### src/rtl/duplex_latency_mon.sv
module duplex_latency_mon #(
  parameter int IN_W = 8,
  parameter int OUT_W = 4,
  parameter int CNT_W = 14,
  parameter int CAP = 10000,
  parameter logic [IN_W-1:0] SEED = 1,
  parameter bit B_INVERTED = 1'b1
) (
  input  logic             clk,
  input  logic             rst,
  input  logic             seed_load,
  input  logic [IN_W-1:0]  seed_val,
  input  logic             start,
  output logic [IN_W-1:0]  vec_out,
  input  logic [OUT_W-1:0] ref_out,
  input  logic [OUT_W-1:0] out_a,
  input  logic [OUT_W-1:0] out_b,
  output logic [1:0]       cls,
  output logic             detected,
  output logic             busy,
  output logic             done,
  output logic             compensating,
  output logic [CNT_W-1:0] latency
);
  localparam logic [1:0] C_OK = 2'b00, C_MIS = 2'b01, C_LOSS = 2'b10;
  localparam logic [CNT_W-1:0] CAP_V = CNT_W'(CAP);

  logic [OUT_W-1:0] b_true;
  logic [CNT_W-1:0] cnt, cnt_nxt;
  logic             a_ok, b_ok, loss;

  assign b_true  = B_INVERTED ? ~out_b : out_b;
  assign a_ok    = (out_a == ref_out);
  assign b_ok    = (b_true == ref_out);
  assign loss    = !a_ok && (out_a == b_true);
  assign cls     = (a_ok && b_ok) ? C_OK : (loss ? C_LOSS : C_MIS);
  assign cnt_nxt = cnt + 1'b1;

  always_ff @(posedge clk) begin
    if (rst)            vec_out <= SEED;
    else if (seed_load) vec_out <= seed_val;
    else                vec_out <= vec_out + 1'b1;
  end

  always_ff @(posedge clk) begin
    if (rst) begin
      cnt          <= '0;
      busy         <= 1'b0;
      done         <= 1'b0;
      compensating <= 1'b0;
      detected     <= 1'b0;
      latency      <= '0;
    end else if (start) begin
      cnt          <= '0;
      busy         <= 1'b1;
      done         <= 1'b0;
      compensating <= 1'b0;
      detected     <= 1'b0;
      latency      <= '0;
    end else begin
      if (cls == C_MIS) detected <= 1'b1;
      if (busy) begin
        cnt <= cnt_nxt;
        if (loss) begin
          latency <= cnt_nxt;
          done    <= 1'b1;
          busy    <= 1'b0;
        end else if (cnt_nxt == CAP_V) begin
          latency      <= CAP_V;
          done         <= 1'b1;
          compensating <= 1'b1;
          busy         <= 1'b0;
        end
      end
    end
  end
endmodule


### config.mk
export PLATFORM = sky130hd
export DESIGN_NAME = duplex_latency_mon
export DESIGN_NICKNAME = d
export VERILOG_FILES = /design/src/rtl/duplex_latency_mon.sv
export SDC_FILE = /design/constraint.sdc
export NUM_CORES = 1
export LEC_CHECK = 0
export BUFFER_PORTS_ARGS = -buffer_cell sky130_fd_sc_hd__buf_2
export CELL_PAD_IN_SITES_DETAIL_PLACEMENT = 1
export CELL_PAD_IN_SITES_GLOBAL_PLACEMENT = 1
export CORE_ASPECT_RATIO = 1.75
export CORE_UTILIZATION = 42
export DETAILED_ROUTE_END_ITERATION = 8
export PLACE_DENSITY_LB_ADDON = 0.08
export SYNTH_ARGS = -nofsm -noshare
export SYNTH_HDL_FRONTEND = slang
export SYNTH_SLANG_ARGS = --single-unit
### constraint.sdc
create_clock -name clk -period 4.8 [get_ports clk]
set_input_delay 0.48 -clock clk [delete_from_list [all_inputs] [get_ports clk]]
set_output_delay 0.48 -clock clk [all_outputs]
set_load 0.02 [all_outputs]
==> results by group <==
Status
  – Status: finished with violations
  – Failing checks: DRC

Placed design
  – Post-DP HPWL: between 4000 and 5000 um
  – IO buf count: 51
  – Gpl congestion: about 0.83

Global route
  – First-pass GRT wire length: about 9600 um
  – Largest net degree at the start of global routing: 30
  – Vias in the first global route: 2056
  – Grt ovf: 0
  – Gr usage total: 22.0%
  – Initial antenna violation count: 0

Die
  – Core area: 0.00502 sq mm
  – Die Ht: 98.0 um
  – Die width: 56.9 um
  – Die area: 0.00558 sq mm
  – Starting density of the core: 44.1%
  – I/O pins: 52
  – FP Rows: 34

Pwr
  – Switching share of power: 24.7%
  – Comb pwr share: 11.1%
  – Switching Power: 0.172 mW
  – Register share of total power: between 40 and 50%
  – Maximum VDD drop: 0.245 mV
  – PD cells: 274 mW/mm^2
  – Int Pwr: 0.524 mW
  – Clk pwr share: 39.2%
  – LEAKAGE: 1.09 nW

Final layout
  – Sequential cell area: 801 sq um
  – Layout area overhead: 14.9%
  – Most frequent cells in the layout: buf_2 (51), dfxtp_1 (40), nor2_1 (36)
  – Final nets: 327
  – Commonest non-fill, non-tap cell in the layout: buf_2
  – Share of layout cells above drive strength 1: 21.9%
  – Filler cells: around 620
  – Diode count: 0
  – Multi-input gate area: approximately 0.0013 sq mm

Routing
  – DR WL/cell: 16.0 um
  – Vias per std cell: 5.62
  – TritonRoute pass-1 iters: 6
  – DR DRC count: 8
  – DR vias: ~2000
  – 1st-iter DRT viols: 59
  – Drt total wl: ~5700 um
  – DRT antenna net count: 0

Timing
  – Worst-margin pin slew: 0.586 ns
  – Final hold viol count: 0
  – Final setup TNS: 0 ns
  – Slew HR: 61.0%
  – FMAX: between 300 and 400 MHz
  – RSZ-0062 raised after global routing: no
  – Final hold slack: 0.410 ns
  – Slew Viols, Final: 0
  – Final clock skew: 0.0105 ns
  – Final setup viols: 0
  – Fin crit share: 57.9%
  – Tmin final: 2.78 ns

Yosys
  – EDFF count, synth: 0
  – Warnings, synthesis: 0
  – Syn nets: around 290
  – Register area share after synthesis: 36.2%
  – Main synth FF type: dfxtp_1
  – Syn Area/Cell: ~8.4 sq um
  – Synthesized cell area: about 0.0022 sq mm
  – Synthesized flop and latch total: 40
  – Synth async-reset ratio: 0%
  – Mapped Cells: 262
  – Yosys cell types: 44

Critical path
  – Crit path kind: reg2reg
  – R2R setup slack: 2.02 ns
  – Crit path DAT: 2.97 ns
  – Critical path capture point type: flip-flop
  – Crit Reg-Reg Startpoint: cnt[0]$_SDFFE_PP0P_
  – Startpoint Class: flip-flop
  – Worst reg2reg endpoint: latency[0]$_SDFFE_PP0P_
  – Critical path required time: 4.99 ns
  – Worst-path fanout max: 17
  – Reg2Reg Depth: 7

Min path
  – WHS Path Cells: 3
  – Worst Hold End: vec_out[0]$_SDFF_PP1_
  – HP Start: seed_val[0]
  – Hold Crit Class: in2reg

Clock tree
  – H-tree depth: 2
  – Clock latency on the worst-skew pair: 0.29 ns
  – Reg clk slew, reported paths: 0.08 ns
  – Root Buffer: clkbuf_8
  – Cts bufs inserted: 5
  – CTS Buffer Depth: 2
  – Resized cells post-CTS: 0
  – Setup bufs post-CTS: 0
  – Hold-fix buffers, CTS: 0
  – Clk sink count: 40
  – CTS tree: built

Flow run
  – Max-cap violations: 0
per-layer routing:
| metal | global-route usage, % | wire length, um | vias up | part of all wire, % |
|---|---|---|---|---|
| met4 | 11.3 | 183 | 0 | 3.2 |
| li1 | - | - | 995 | - |
| met3 | 3.58 | 204 | 13 | 3.6 |
| met1 | 22.7 | 2200 | 942 | 39 |
| met5 | 0 | 0 | - | 0 |
| met2 | 41.4 | 3080 | 45 | 54 |
synth_stat cells, types with 6 or more instances:
library cell  number  share of area (%)
a21oi_1           18                4.1
a41o_1             9                4.1
and3_1             6                1.7
clkbuf_1          11                1.9
dfxtp_1           40                 36
nand2_1           19                3.2
nand3_1            8                1.8
nand3b_1           9                3.1
nor2_1            36                6.1
o21ai_0            6                1.4
o31ai_1            7                2.4
xnor2_1           19                7.5
xor2_1            17                6.7
state kept, by name, indices dropped and copies added, names as in the netlist:
name,flops
vec_out,8
compensating,1
busy,1
cnt,14
detected,1
latency,14
done,1
final cells by class:
class                   instances  area share (%)
multi-input cells             197            50.6
flip-flops and latches         40            31.5
repair buffers                 53            10.6
clock buffers                   6            2.85
well taps                      54            2.66
clock inverters                 2            1.38
inverters                       3           0.443
critical path: stages, from the launching register on:
cell and delay, ns:
dfxtp_1 0.49, ha_1 0.26, nand2_1 0.14, nor2_1 0.33
xnor2_1 0.19, nand4_1 0.12, or4_1 0.79, a41o_1 0.36
how the worst max path moves through the flow:
stage                        start                  endpoint  slack [ns]  depth (start not counted)
2_1_floorplan  cnt[0]$_SDFFE_PP0P_  latency[12]$_SDFFE_PP0P_        2.51                          9
3_3_place_gp   cnt[0]$_SDFFE_PP0P_   latency[1]$_SDFFE_PP0P_        2.04                          7
3_5_place_dp   cnt[0]$_SDFFE_PP0P_   latency[0]$_SDFFE_PP0P_        2.03                          7
4_1_cts        cnt[0]$_SDFFE_PP0P_   latency[7]$_SDFFE_PP0P_        2.03                          7
5_1_grt        cnt[0]$_SDFFE_PP0P_   latency[0]$_SDFFE_PP0P_        1.80                          7
6_report       cnt[0]$_SDFFE_PP0P_   latency[0]$_SDFFE_PP0P_        2.02                          7
power by group through the flow:
| stage | clock network [mW] | logic (mW) | registers [mW] |
|---|---|---|---|
| floorplan | 0 | 0.0419 | 0.361 |
| global placement | 0 | 0.0773 | 0.353 |
| detailed placement | 0 | 0.0783 | 0.354 |
| CTS | 0.287 | 0.0788 | 0.346 |
| global route | 0.296 | 0.0856 | 0.347 |
| finish | 0.273 | 0.0776 | 0.346 |
per-stage QoR:
| stage | std cells | power [mW] | util [%] | cell area, sq um | setup WS, ns |
|---|---|---|---|---|---|
| final | 355 | 0.696 | 50.7 | 2540 | 2.02 |
| after global routing | 355 | 0.728 | 50.7 | 2540 | 1.80 |
| after CTS | 355 | 0.711 | 50.7 | 2540 | 2.03 |
| after detailed placement | 347 | 0.432 | 48.5 | 2440 | 2.03 |
| after global placement | 347 | 0.431 | 48.5 | 2440 | 2.04 |
| after floorplan | 262 | 0.403 | - | 2210 | 2.51 |
logic make-up (layout without fill, tap and decap cells):
family / Yosys count / after routing / share of synthesized area [%]
compound gates: 51 / 51 / 15.8
xor+xnor: 36 / 36 / 14.2
fa+ha+maj: 3 / 3 / 1.70
buf+inv: 25 / 64 / 5.71
flops: 40 / 40 / 36.2
mux: 2 / 2 / 0.905
simple gates: 105 / 105 / 25.4
Power figures use the tool's default switching activity.
